## config.mk

```make
export PLATFORM = sky130hd
export DESIGN_NAME = mclk_autorange_prescaler
export DESIGN_NICKNAME = d
export VERILOG_FILES = /design/src/rtl/mcp_pkg.sv /design/src/rtl/mcp_period_meter.sv /design/src/rtl/mcp_rate_classifier.sv /design/src/rtl/mcp_lock_fsm.sv /design/src/rtl/mcp_enable_gen.sv /design/src/rtl/mclk_autorange_prescaler.sv
export SDC_FILE = /design/constraint.sdc
export NUM_CORES = 1
export LEC_CHECK = 0
export BUFFER_PORTS_ARGS = -buffer_cell sky130_fd_sc_hd__buf_4
export CORE_MARGIN = 8
export CORE_UTILIZATION = 45
export DETAILED_ROUTE_END_ITERATION = 12
export PLACE_DENSITY = 0.61
export SKIP_LAST_GASP = 1
export SYNTH_ARGS = -nofsm -noshare
export SYNTH_HDL_FRONTEND = slang
export SYNTH_SLANG_ARGS = --single-unit
```

## constraint.sdc

```tcl
create_clock -name mclk -period 3.3 [get_ports mclk]
set_input_delay 0.495 -clock mclk [delete_from_list [all_inputs] [get_ports mclk]]
set_output_delay 0.495 -clock mclk [all_outputs]
set_load 0.005 [all_outputs]
```

## src/rtl/mcp_pkg.sv

```systemverilog
package mcp_pkg;

    localparam int unsigned NUM_RATES = 7;
    localparam int unsigned SEL_W     = 3;
    localparam logic [SEL_W-1:0] SEL_NONE = 3'd7;

    typedef enum logic [1:0] {
        ST_IDLE,
        ST_MEASURE,
        ST_CONFIRM,
        ST_LOCKED
    } lock_state_t;

    // Nominal master clock cycles per frame, ascending.
    function automatic int unsigned rate_ratio(input int unsigned idx);
        case (idx)
            0:       return 32;
            1:       return 64;
            2:       return 192;
            3:       return 193;
            4:       return 256;
            5:       return 320;
            default: return 512;
        endcase
    endfunction

    // Lower bound of the acceptance window; neighbours closer than two
    // tolerances share the gap at the midpoint.
    function automatic int unsigned win_lo(input int unsigned idx, input int unsigned tol);
        if (idx == 0)
            return rate_ratio(0) - tol;
        if (rate_ratio(idx) - rate_ratio(idx - 1) <= 2 * tol)
            return (rate_ratio(idx - 1) + rate_ratio(idx) - 1) / 2 + 1;
        return rate_ratio(idx) - tol;
    endfunction

    function automatic int unsigned win_hi(input int unsigned idx, input int unsigned tol);
        if (idx == NUM_RATES - 1)
            return rate_ratio(idx) + tol;
        if (rate_ratio(idx + 1) - rate_ratio(idx) <= 2 * tol)
            return (rate_ratio(idx) + rate_ratio(idx + 1) - 1) / 2;
        return rate_ratio(idx) + tol;
    endfunction

endpackage

```

## src/rtl/mcp_period_meter.sv

```systemverilog
module mcp_period_meter #(
    parameter int unsigned CNT_W = 10,
    parameter int unsigned LIMIT = 515
) (
    input  logic             clk,
    input  logic             rst_n,
    input  logic             fs,
    output logic             rise,
    output logic             timeout,
    output logic [CNT_W-1:0] period
);
    localparam logic [CNT_W-1:0] LIMIT_V = CNT_W'(LIMIT);

    logic             fs_d;
    logic [CNT_W-1:0] cnt_q;

    always_ff @(posedge clk) begin
        if (!rst_n) begin
            fs_d  <= 1'b0;
            cnt_q <= '0;
        end else begin
            fs_d <= fs;
            if (rise)
                cnt_q <= CNT_W'(1);
            else if (cnt_q < LIMIT_V)
                cnt_q <= cnt_q + CNT_W'(1);
        end
    end

    assign rise    = fs & ~fs_d;
    assign timeout = (cnt_q == LIMIT_V) & ~rise;
    assign period  = cnt_q;

endmodule

```

## src/rtl/mcp_rate_classifier.sv

```systemverilog
module mcp_rate_classifier #(
    parameter int unsigned CNT_W = 10,
    parameter int unsigned TOL   = 2
) (
    input  logic                         [CNT_W-1:0] period,
    output logic                                     hit,
    output logic [mcp_pkg::SEL_W-1:0]                code
);
    localparam int unsigned N = mcp_pkg::NUM_RATES;

    logic [N-1:0] match;

    for (genvar g = 0; g < N; g++) begin : g_win
        localparam logic [CNT_W-1:0] LO_V = CNT_W'(mcp_pkg::win_lo(g, TOL));
        localparam logic [CNT_W-1:0] HI_V = CNT_W'(mcp_pkg::win_hi(g, TOL));
        assign match[g] = (period >= LO_V) && (period <= HI_V);
    end

    always_comb begin
        hit  = 1'b0;
        code = mcp_pkg::SEL_NONE;
        for (int i = 0; i < N; i++) begin
            if (match[i]) begin
                hit  = 1'b1;
                code = mcp_pkg::SEL_W'(i);
            end
        end
    end

endmodule

```

## src/rtl/mcp_lock_fsm.sv

```systemverilog
module mcp_lock_fsm
    import mcp_pkg::*;
(
    input  logic             clk,
    input  logic             rst_n,
    input  logic             rise,
    input  logic             timeout,
    input  logic             hit,
    input  logic [SEL_W-1:0] code,
    output logic             run,
    output logic             commit,
    output logic             locked,
    output logic [SEL_W-1:0] rate_sel
);
    lock_state_t      st_q, st_n;
    logic [SEL_W-1:0] cand_q, cand_n;
    logic [SEL_W-1:0] act_q, act_n;

    always_ff @(posedge clk) begin
        if (!rst_n) begin
            st_q   <= ST_IDLE;
            cand_q <= SEL_NONE;
            act_q  <= SEL_NONE;
        end else begin
            st_q   <= st_n;
            cand_q <= cand_n;
            act_q  <= act_n;
        end
    end

    always_comb begin
        st_n   = st_q;
        cand_n = cand_q;
        act_n  = act_q;
        unique case (st_q)
            ST_IDLE: begin
                if (rise) st_n = ST_MEASURE;
            end
            ST_MEASURE: begin
                if (rise && hit) begin
                    st_n   = ST_CONFIRM;
                    cand_n = code;
                end
            end
            ST_CONFIRM: begin
                if (rise) begin
                    if (!hit) begin
                        st_n = ST_MEASURE;
                    end else if (code == cand_q) begin
                        st_n  = ST_LOCKED;
                        act_n = code;
                    end else begin
                        cand_n = code;
                    end
                end else if (timeout) begin
                    st_n = ST_MEASURE;
                end
            end
            ST_LOCKED: begin
                if (rise) begin
                    if (!hit) begin
                        st_n = ST_MEASURE;
                    end else if (code != act_q) begin
                        st_n   = ST_CONFIRM;
                        cand_n = code;
                    end
                end else if (timeout) begin
                    st_n = ST_MEASURE;
                end
            end
        endcase
    end

    assign run    = (st_n == ST_LOCKED);
    assign commit = rise && run;

    always_ff @(posedge clk) begin
        if (!rst_n) begin
            locked   <= 1'b0;
            rate_sel <= SEL_NONE;
        end else begin
            locked   <= run;
            rate_sel <= run ? act_n : SEL_NONE;
        end
    end

endmodule

```

## src/rtl/mcp_enable_gen.sv

```systemverilog
module mcp_enable_gen #(
    parameter int unsigned SLOTS = 32,
    parameter int unsigned DIV_W = 4
) (
    input  logic                      clk,
    input  logic                      rst_n,
    input  logic                      run,
    input  logic                      commit,
    input  logic [mcp_pkg::SEL_W-1:0] code,
    output logic                      en
);
    localparam int unsigned PC_W = $clog2(SLOTS + 1);
    localparam logic [PC_W-1:0] SLOTS_V = PC_W'(SLOTS);

    logic [DIV_W-1:0] div_q, reload_q, reload_n;
    logic [PC_W-1:0]  pulses_q;

    always_comb begin
        reload_n = DIV_W'(mcp_pkg::rate_ratio(32'(code)) / SLOTS - 1);
    end

    always_ff @(posedge clk) begin
        if (!rst_n || !run) begin
            en       <= 1'b0;
            div_q    <= '0;
            reload_q <= '0;
            pulses_q <= '0;
        end else if (commit) begin
            en       <= 1'b1;
            div_q    <= reload_n;
            reload_q <= reload_n;
            pulses_q <= PC_W'(1);
        end else if (pulses_q < SLOTS_V) begin
            if (div_q == '0) begin
                en       <= 1'b1;
                div_q    <= reload_q;
                pulses_q <= pulses_q + PC_W'(1);
            end else begin
                en    <= 1'b0;
                div_q <= div_q - DIV_W'(1);
            end
        end else begin
            en <= 1'b0;
        end
    end

endmodule

```

## src/rtl/mclk_autorange_prescaler.sv

```systemverilog
module mclk_autorange_prescaler #(
    parameter int unsigned TOL   = 2,
    parameter int unsigned SLOTS = 32
) (
    input  logic                      mclk,
    input  logic                      rst_n,
    input  logic                      frame_sync,
    output logic                      seq_en,
    output logic                      locked,
    output logic [mcp_pkg::SEL_W-1:0] rate_sel
);
    localparam int unsigned MAX_RATIO = mcp_pkg::rate_ratio(mcp_pkg::NUM_RATES - 1);
    localparam int unsigned LIMIT     = MAX_RATIO + TOL + 1;
    localparam int unsigned CNT_W     = $clog2(LIMIT + 1);
    localparam int unsigned DIV_RAW   = $clog2(MAX_RATIO / SLOTS);
    localparam int unsigned DIV_W     = (DIV_RAW > 0) ? DIV_RAW : 1;

    logic                      rise, timeout, hit, run, commit;
    logic [CNT_W-1:0]          period;
    logic [mcp_pkg::SEL_W-1:0] code;

    mcp_period_meter #(.CNT_W(CNT_W), .LIMIT(LIMIT)) u_meter (
        .clk(mclk), .rst_n(rst_n), .fs(frame_sync),
        .rise(rise), .timeout(timeout), .period(period)
    );

    mcp_rate_classifier #(.CNT_W(CNT_W), .TOL(TOL)) u_class (
        .period(period), .hit(hit), .code(code)
    );

    mcp_lock_fsm u_fsm (
        .clk(mclk), .rst_n(rst_n), .rise(rise), .timeout(timeout),
        .hit(hit), .code(code), .run(run), .commit(commit),
        .locked(locked), .rate_sel(rate_sel)
    );

    mcp_enable_gen #(.SLOTS(SLOTS), .DIV_W(DIV_W)) u_div (
        .clk(mclk), .rst_n(rst_n), .run(run), .commit(commit),
        .code(code), .en(seq_en)
    );

endmodule

```

## Yosys cells after proc, flatten, opt, wreduce, memory -nomap -nowiden

Cells that the tools add are included.

- Flip-flop bits (word level): 38
- Output and inout port bits: 5

- Add/sub/neg operators: 4
- $lt $le $gt $ge: 16
- Equality and inequality tests: 19
- Multiplexer cells: 48
- Bitwise operators: 5
- Reductions and logical operators: 25

Operator list:

| operator | count |
|---|---|
| 3-bit 2-to-1 mux | 18 |
| 9-bit case mux with 6 select lines | 1 |
| 10-bit by 8-bit >= comparator with 1-bit output (second input constant) | 3 |
| 10-bit by 9-bit >= comparator with 1-bit output (second input constant) | 2 |
| 10-bit by 8-bit less-or-equal comparator with 1-bit output (second input constant) | 2 |
| 10-bit by 9-bit less-or-equal comparator with 1-bit output (second input constant) | 2 |
| 2-bit 2-to-1 mux | 9 |
| 1-bit 2-to-1 mux | 15 |
| 4-bit 2-to-1 mux | 3 |
| 2-bit by 1-bit != test with 1-bit output (second input constant) | 6 |
| 10-bit by 1-bit adder with 10-bit output (second input constant) | 1 |
| 10-bit == test (second input constant) | 1 |
| 10-bit by 5-bit >= comparator with 1-bit output (second input constant) | 1 |
| 10-bit by 6-bit >= comparator with 1-bit output (second input constant) | 1 |
| 10-bit less-or-equal comparator (second input constant) | 1 |
| 10-bit by 6-bit less-or-equal comparator with 1-bit output (second input constant) | 1 |
| 10-bit by 7-bit less-or-equal comparator with 1-bit output (second input constant) | 1 |
| 10-bit less-than comparator (second input constant) | 1 |
| 1-bit logical AND | 9 |
| 3-bit case mux with 3 select lines | 1 |
| 2-bit case mux with 4 select lines | 1 |
| 8-bit AND reduction | 1 |
| 4-bit by 1-bit subtractor with 4-bit output (second input constant) | 2 |
| 6-bit by 1-bit adder with 6-bit output (second input constant) | 1 |
| 20 further kinds | 33 |

## Longest topological paths before layout

Gate-level depths: netlist of the first run.

- Depth after elaboration: 18
- Mapped depth: 13

## By module

Synthesis of the first run repeated with hierarchy kept, for this count alone.

- Cells, all modules: 246
- Area total of the unflattened synthesis: 2198.4 sq um

By module, submodules not included:

| module | times used | cells each | area each (sq um) | seq. area each (sq um) |
|---|---|---|---|---|
| mcp_enable_gen | 1 | 96 | 814.5 | 300.3 |
| mcp_lock_fsm | 1 | 63 | 630.6 | 240.2 |
| mcp_period_meter | 1 | 55 | 518.0 | 220.2 |
| mcp_rate_classifier | 1 | 32 | 235.2 | 0.0 |

## Worst setup path before layout of the first run

Ideal clock, no wire load.

- Path type: register to register
- Start: register u_meter.cnt_q[0] (netlist: u_meter.period[0])
- End: register u_fsm.rate_sel[0]
- Setup time: 0.127 ns
- Arrival: 2.914 ns
- Setup slack: 0.259 ns
- Cell stages (with the launch flop): 13
- Period minus slack after synthesis: 3.041 ns
- Cell sequence: dfxtp_1 clkbuf_1 inv_1 ha_1 nor2_1 or4_1 a311oi_2 inv_2 and3_4 a31oi_4 nor4b_4 mux2i_1 or3b_1

- Word-level cells in the longest chain between the ends: 16
- Elaborated cells between the ends (all ways): 55
- Those cells by class: 14 x order compare; 4 x eq/ne; 27 x mux; 1 x bitwise; 9 x reduce/logical

RTL lines:

| item | line | text |
|---|---|---|
| from (decl) | mcp_period_meter.sv:15 | `logic [CNT_W-1:0] cnt_q;` |
| from (signal assigned) | mcp_period_meter.sv:26 | `cnt_q <= cnt_q + CNT_W'(1);` |
| 10-bit by 5-bit >= comparator with 1-bit output / 10-bit by 6-bit less-or-equal comparator with 1-bit output (equally long branches) | mcp_rate_classifier.sv:16 | `assign match[g] = (period >= LO_V) && (period <= HI_V);` |
| 1-bit logical AND | mcp_rate_classifier.sv:16 |  |
| 3-bit 2-to-1 mux (7 in a row) | mcp_rate_classifier.sv:23 | `if (match[i]) begin` |
| 3-bit != test / 3-bit == test (equally long branches) | mcp_lock_fsm.sv:63, mcp_lock_fsm.sv:49 |  |
| 2-bit 2-to-1 mux (on tied branches) | mcp_lock_fsm.sv:63, mcp_lock_fsm.sv:49 |  |
| 2-bit 2-to-1 mux (on tied branches) | mcp_lock_fsm.sv:61, mcp_lock_fsm.sv:47 |  |
| 2-bit 2-to-1 mux (on tied branches) | mcp_lock_fsm.sv:60, mcp_lock_fsm.sv:46 |  |
| 2-bit case mux with 4 select lines | mcp_lock_fsm.sv:35 | `unique case (st_q)` |
| 2-bit == test | mcp_lock_fsm.sv:74 | `assign run = (st_n == ST_LOCKED);` |
| 2-bit AND reduction (no line) | -- |  |
| to (signal assigned) | mcp_lock_fsm.sv:83 | `rate_sel <= run ? act_n : SEL_NONE;` |
| to (decl) | mcp_lock_fsm.sv:13 | `output logic [SEL_W-1:0] rate_sel` |

Parallel ways exist; a longest one is shown, timed or not.
A chain may end at the register's enable or synchronous reset.

## Worst setup path after layout of the first run

- Start: register u_meter.cnt_q[7] (netlist: u_meter.period[7])
- End: register u_fsm.rate_sel[2]

Same word-level chain as after synthesis.

==> results.md, run 1 <==
- Worst Reg2Reg Path Length in Cells: 9
- Critical Path, Cell by Cell: nor4b_4 -> nand3_1 -> a311oi_4 -> inv_2 -> a31oi_2 -> o2111ai_2 -> nor4b_4 -> mux2i_1 -> or3b_1
- Slowest CP cell: dfxtp_1
- Max VDD drop: approximately 0.23 mV
- Post-synthesis mux area share: about 3.3%
- CP Capture Type: flip-flop
- Setup crit start kind: flip-flop
- Port bufs: 7
- TritonCTS Sinks: 38
- Most common cell after layout, fill and taps aside: nor2_1
- DRT iter0 DRCs: between 100 and 150
- Total track usage: a little over an eighth
- Post-Synthesis Cell Area: ~2300 um^2
- Fmax: between 0.3 and 0.4 GHz
- Detailed placement HPWL: 3.514 mm
- Boundary Pins: 8
- Sequential element share of the synthesized area: roughly 33%
- Nets: 291
- Mapped Avg Cell Area: about 8.5 um^2
- Initial antenna violation count: 0
- Share of layout cells above drive strength 1: approximately 16%
- Simple-Gate Fraction of Synth Area: between 20% and 30%
- Core area: approximately 5000 um^2
- Final core occ: 51.90%
- CTS tree: done
- Antenna viol nets, final: 0
- Fin crit period: around 3.1 ns
- Critical path's top delay family: simple AND/OR/NAND/NOR gates
- Final setup fails: 0
- Clock buffer depth: 2
- Buf/Inv on CP: 1
- CTS clock-pin slew for the worst setup and hold paths: around 0.08 ns
- Async SR Flop Fraction: 0%
- Via count: between 1500 and 2000
- H-tree depth: 2
- Setup total negative slack: 0 ns
- Worst rel slew slack: a little over 60%
- Final Skew: 0.005191 ns
- RSZ-0062 raised after global routing: false
- DP Worst Slack: approximately 0.10 ns
- Worst path max stage delay: approximately 0.48 ns
- Initial Utilization: a little under half
- Full die area: 7630 um^2
- Synth cell types: 60
- HP Class: in -> reg
- Arr. time, crit path: 3.31 ns
- Critical path's most frequent cell: nor4b_4
- Max-slew violations: 0
- DRT Pass-1 Iters: 4
- Root buffer cell: clkbuf_8
- Clk Latency, worst-skew pair: 0.29 ns
- Ant diodes: 0
- FF-to-FF Start: u_meter.period[7]$_SDFFE_PP0P_
- Hold Vio Cnt, Final: 0
- Syn nets: approximately 280
- Compound-cell area share of the yosys netlist: about a fifth
- Worst setup endpoint: u_fsm.rate_sel[2]$_SDFF_PP1_
- Adder-Cell Fraction of Synth Area: approximately 4.4%
- RR Endpoint: u_fsm.rate_sel[2]$_SDFF_PP1_
- Row Count: 26
- DRC: 0
- Routed wire per std cell: 13.89 um
- Crit Path Max Fanout: 14
- Congestion Overflow GR: 0
- Die Ht: 87.35 um
- Top_reg_cell synth: dfxtp_1
- Chip width: between 80 and 90 um
- Fin crit share: approximately 95%
- CP required: about 3.5 ns
- Routed Wire Length: ~4.9 mm
- Measured slew at the worst slew-check pin: 0.5649 ns
- Number of buffers inserted during clock tree synthesis: 5
- Vias per inst: between 5 and 6
- Power per Cell Area: around 390 nW/um^2
- Synth warnings: 0
- Largest net degree at the start of global routing: 15
- Worst Setup Slack, final: between 0.15 and 0.2 ns
- Synth Register Bits: 38
- Main combinational cell family by area after synthesis: simple AND/OR/NAND/NOR gates
- Commonest non-fill, non-tap cells in the layout: nor2_1, dfxtp_1, nand2_1, buf_4, nand3_1
- Lkg Pwr: between 0.9 and 1 nW
- Synth Area in XOR/XNOR: about 5.7%
- Post-Syn Instances: about 270
- Number of flops mapped to enable cells by yosys: 0
- Post-CTS Setup Bufs: 0
- Area Overhead vs Synth: 13.49%
- First-pass GRT wire length: 8.411 mm
- Max_cap viols: 0
- CP Depth: 9
- Gp weighted congestion: approximately 0.9
- Outcome: complete, no violations
- Crit Path Class: reg -> reg
- Flop2flop setup slack: between 0.15 and 0.2 ns
- CP startpoint: u_meter.period[7]$_SDFFE_PP0P_
- Vias in the first global route: ~1800
synthesized netlist by cell type, drive strengths merged (5+ instances only):
library cell   n  area [um^2]
nand2b         5        31.28
a21oi         10        50.05
o21ai          8        40.04
xnor2          8        70.07
mux2i          6        60.06
clkbuf        11        41.29
nand2         18        67.56
nor3          11        60.06
inv           10        37.53
buf            5        42.53
nor2b          8        50.05
dfxtp         38        760.7
nand3         12        65.06
ha             8        100.1
nor2          40        150.1
a31oi          6        58.80
xor2           7        61.31
cells by family after synthesis:
kind of cell | after synthesis
AO/OA/AOI/OAI | 56
XOR/XNOR | 15
adder cells (fa/ha/maj) | 8
buffers and inverters | 27
flip-flops | 38
multiplexers | 7
AND/OR/NAND/NOR | 120
stage by stage:
stage	hold WS, ns	instances	instance area, um^2	power (mW)
6_report	0.4185	351	2600	1.012
5_1_grt	0.4138	351	2600	1.051
4_1_cts	0.4089	351	2572	1.026
3_5_place_dp	0.4471	343	2430	0.5344
3_3_place_gp	0.4471	343	2430	0.5346
2_1_floorplan	0.4367	271	2291	0.5183
sequential cells by signal (all words and copies together), names as in the netlist:
signal,count
u_div.reload_q,4
u_meter.fs_d,1
u_fsm.st_q,2
u_fsm.act_q,3
u_div.en,1
u_div.div_q,4
u_fsm.rate_sel,3
u_fsm.locked,1
u_div.pulses_q,6
u_meter.period,10
u_fsm.cand_q,3
report_power, final:
part	switching, mW	internal, mW	total [mW]
logic	0.0345	0.0224	0.0570
registers	0.00569	0.462	0.467
clock network	0.166	0.322	0.488
worst min path at each step:
stage / from / end / depth (start not counted)
CTS: frame_sync / u_meter.fs_d$_SDFF_PN0_ / 2
floorplan: u_div.reload_q[1]$_SDFFE_PP0P_ / u_div.reload_q[1]$_SDFFE_PP0P_ / 2
detailed placement: u_div.reload_q[1]$_SDFFE_PP0P_ / u_div.reload_q[1]$_SDFFE_PP0P_ / 2
global route: frame_sync / u_meter.fs_d$_SDFF_PN0_ / 2
global placement: u_div.reload_q[1]$_SDFFE_PP0P_ / u_div.reload_q[1]$_SDFFE_PP0P_ / 2
finish: frame_sync / u_meter.fs_d$_SDFF_PN0_ / 2
final cells by class:
class	count	area, um^2
inverters	11	41.29
clock buffers	6	82.58
clock inverters	2	60.06
flip-flops and latches	38	768.2
fillers	496	2410
multi-input cells	206	1425
well taps	70	87.58
repair buffers	18	135.1
worst reg2reg max path: cells and delay by family, from the launching register on:
kind,cells,cell delay (ns)
AO/OA/AOI/OAI,3,0.79
buffers and inverters,1,0.14
flip-flops,1,0.48
multiplexers,1,0.26
AND/OR/NAND/NOR,4,1.35
what timing repair did:
action,CTS,global route
hold buffers,0,0
gates resized for setup,0,7
setup endpoints to repair,0,4
per-layer routing:
layer  track usage [%]  vias to the layer above  part of all wire [%]
met4             5.938                        0                   2.0
met5                 0                        -                     0
li1                  -                      989                     -
met3             3.491                       11                   4.0
met1             17.46                      936                    49
met2             21.28                       36                    45
Power figures use the tool's default switching activity.
==> run 2: changes to the inputs <==
--- a/config.mk
+++ b/config.mk
@@ -9,8 +9,11 @@
 export CORE_MARGIN = 8
 export CORE_UTILIZATION = 45
 export DETAILED_ROUTE_END_ITERATION = 12
+export MAX_ROUTING_LAYER = met4
 export PLACE_DENSITY = 0.61
+export REMOVE_ABC_BUFFERS = 1
 export SKIP_LAST_GASP = 1
 export SYNTH_ARGS = -nofsm -noshare
 export SYNTH_HDL_FRONTEND = slang
+export SYNTH_HIERARCHICAL = 1
 export SYNTH_SLANG_ARGS = --single-unit
==> run 2 against run 1 <==
- via count down 6.4%
- sequential power is essentially flat
- worst setup slack got worse by 0.011 ns
- total power shrank 21%
- synthesized cell count shrank 9.2%
- register-to-register slack barely moved
- largest power group is now sequential cells
==> results.md, run 2 <==
- Outcome: complete, no violations
- Detailed placement HPWL: 3.227 mm
- Congestion Overflow GR: 0
- Post-Synthesis Cell Area: between 2000 and 2500 um^2
- DP Area: between 2000 and 2500 um^2
- Full die area: ~7400 um^2
- Biggest register: u_meter/period
- Fin crit share: between 90% and 100%
- Fill count: 437
- Flop2flop setup slack: 0.16 ns
- Mapped Avg Cell Area: between 8 and 9 um^2
- Global-route met3 utilization: 2.865%
- CP Capture Type: flip-flop
- Sequential element share of the synthesized area: about a third
- Critical Path, Cell by Cell: and2b_2 -> o221ai_2 -> nand3_2 -> a31oi_1 -> xnor2_2 -> nand4_4 -> a21o_1 -> a21oi_1 -> nand3b_1 -> nor4_1 -> a21o_1
- Design area: between 2000 and 2500 um^2
- Fmax: ~0.32 GHz
- Final Skew: 0.002915 ns
- Ant diodes: 0
- CTS clock-pin slew for the worst setup and hold paths: ~0.070 ns
- Top flop regs: u_meter/period x10, u_div/pulses_q x6
- Synth top area share: 34.60%
- Slowest CP cell: a31oi_1
- Final setup fails: 0
- Vias per inst: between 5 and 6
- Met2 Resource Use GR: 19.94%
- Area Overhead vs Synth: 11.55%
- Most common cell after layout, fill and taps aside: dfxtp_1
- Row Count: 25
- Critical path's most frequent cell: a21o_1
- Die Ht: roughly 86 um
- Measured slew at the worst slew-check pin: ~0.75 ns
- Number of flops mapped to enable cells by yosys: 0
- CTS tree: done
- Max_cap viols: 0
- CP required: about 3.5 ns
- Via count: between 1500 and 2000
- Top_reg_cell synth: dfxtp_1
- Commonest non-fill, non-tap cells in the layout: dfxtp_1, nor2_1, a21oi_1, buf_4, nand2_1
- Initial Utilization: 46.54%
- Top post-synthesis cells by count: dfxtp_1, nor2_1, a21oi_1, nand2_1, nand3_1
- Clk Latency, worst-skew pair: ~0.28 ns
- Core area: around 4700 um^2
- Share of layout cells above drive strength 1: roughly 18%
- Boundary Pins: 8
- Synth cell types: 64
- Gr busiest metal: met2
- Max VDD drop: roughly 0.26 mV
- Lkg Pwr: 0.8981 nW
- Antenna viol nets, final: 0
- Port bufs: 7
- DRT Pass-1 Iters: 4
- Routed wire per std cell: roughly 13 um
- Gp weighted congestion: between 0.8 and 0.9
- Synth warnings: 6
- Max-slew violations: 0
- Final hold slack: between 0.4 and 0.5 ns
- Largest register FFs: 10
- Largest net degree at the start of global routing: 20
- Critical path's top delay family: compound AO/OA/AOI/OAI gates
- Buf/Inv on CP: 0
- Fin crit period: 3.142 ns
- Chip width: 85.90 um
- Vias in the first global route: ~1700
- DRT iter0 DRCs: 58
- Clock buffer depth: 2
- H-tree depth: 2
- Async SR Flop Fraction: 0%
- First-pass GRT wire length: just under 8 mm
- Crit Path Max Fanout: 10
- Power per Cell Area: between 300 and 400 nW/um^2
- Arr. time, crit path: approximately 3.4 ns
- Worst path max stage delay: slightly below 0.6 ns
- Setup total negative slack: 0 ns
- Synth Register Bits: 38
- Hold Vio Cnt, Final: 0
- TritonCTS Sinks: 38
- Crit Path Class: reg -> reg
- Initial antenna violation count: 0
- Area leader, netlist: dfxtp_1
- HP Class: in -> reg
- Number of buffers inserted during clock tree synthesis: 5
- Met1 Track Usage GR: 16.23%
- Post-Syn Instances: roughly 250
- DRC: 0
- Routed Wire Length: roughly 4.4 mm
- Top post-synthesis cells by area: dfxtp_1, xnor2_1, a21oi_1
- Total track usage: 13.04%
- Nets: ~270
- Setup crit start kind: flip-flop
- Top-count cell post-synth: dfxtp_1
- Hold Buf Count CTS: 0
- Root buffer cell: clkbuf_8
- Worst rel slew slack: 49.50%
run 2: cell count changes in the layout (fill, tap and decap cells not counted), moves of 4 or more:
| cell | before | now |
|---|---|---|
| o21ai_1 | 0 | 4 |
| mux2i_1 | 6 | 1 |
| nor2_1 | 40 | 18 |
| a21o_1 | 0 | 4 |
| nor3_1 | 10 | 4 |
| xor2_1 | 7 | 2 |
| a21oi_1 | 10 | 16 |
| o211ai_1 | 3 | 7 |
| dfxtp_1 | 34 | 38 |
| nor2b_1 | 8 | 3 |
run 2: final timing paths:
kind                                                      from                        endpoint  depth (start not counted)
worst min-delay path                                frame_sync         u_meter/fs_d$_SDFF_PN0_                          2
worst max-delay path            u_meter/period[5]$_SDFFE_PP0N_  u_div/pulses_q[5]$_SDFFE_PP0P_                         11
worst max register to register  u_meter/period[5]$_SDFFE_PP0N_  u_div/pulses_q[5]$_SDFFE_PP0P_                         11
worst min register to register  u_div/pulses_q[1]$_SDFFE_PP0P_  u_div/pulses_q[1]$_SDFFE_PP0P_                          2
run 2: cell type report:
| class | instances | area (um^2) | area share (%) |
|---|---|---|---|
| clock buffers | 5 | 68.82 | 2.806 |
| inverters | 12 | 45.04 | 1.837 |
| clock inverters | 2 | 10.01 | 0.4082 |
| repair buffers | 15 | 112.6 | 4.592 |
| well taps | 67 | 83.83 | 3.418 |
| flip-flops and latches | 38 | 760.7 | 31.02 |
| multi-input cells | 189 | 1371 | 55.92 |
run 2: what timing repair did:
action                     CTS  global route
setup buffers                0             1
gates resized for setup      0             2
setup endpoints to repair    0             8
run 2: power by group:
part	leakage (nW)	switching, mW	total [mW]	internal, mW
registers	0.307	0.00614	0.468	0.462
clock network	0.0438	0.158	0.299	0.142
logic	0.547	0.0186	0.0342	0.0156
run 2: worst register-to-register path: cells and delay by family, from the launching register on:
kind / cells / cell delay (ns)
AOI/OAI and AO/OA: 5 / 1.31
and+or+nand+nor: 5 / 0.98
xor gates and xnor gates: 1 / 0.23
DFF: 1 / 0.56
run 2: kinds of logic (layout without fill, tap and decap cells):
family / count (synthesis) / after routing / synth area share (%)
xor gates and xnor gates: 15 / 15 / 7.001
buffers and inverters: 19 / 34 / 3.756
and+or+nand+nor: 104 / 104 / 28.97
muxes: 1 / 1 / 0.4553
AOI/OAI and AO/OA: 64 / 64 / 22.37
adders and majority gates: 5 / 5 / 2.846
DFF: 38 / 38 / 34.60
run 2: stage by stage:
step           std cells  util, %  power, mW  setup slack (ns)
5_1_grt              328    51.92     0.8394          -0.03632
3_3_place_gp         320    49.85     0.5132            0.2814
4_1_cts              327    51.52     0.8154            0.1383
3_5_place_dp         320    49.85     0.5128            0.1627
2_1_floorplan        239        -     0.4993           -0.4351
6_report             328    51.92     0.8018            0.1582
run 2: per-layer routing:
| metal | wire, um | vias up | part of all wire, % |
|---|---|---|---|
| met5 | 0 | - | 0 |
| li1 | - | 951 | - |
| met1 | 2196 | 860 | 50 |
| met4 | 53 | 0 | 1.2 |
| met3 | 138 | 5 | 3.1 |
| met2 | 2002 | 29 | 46 |
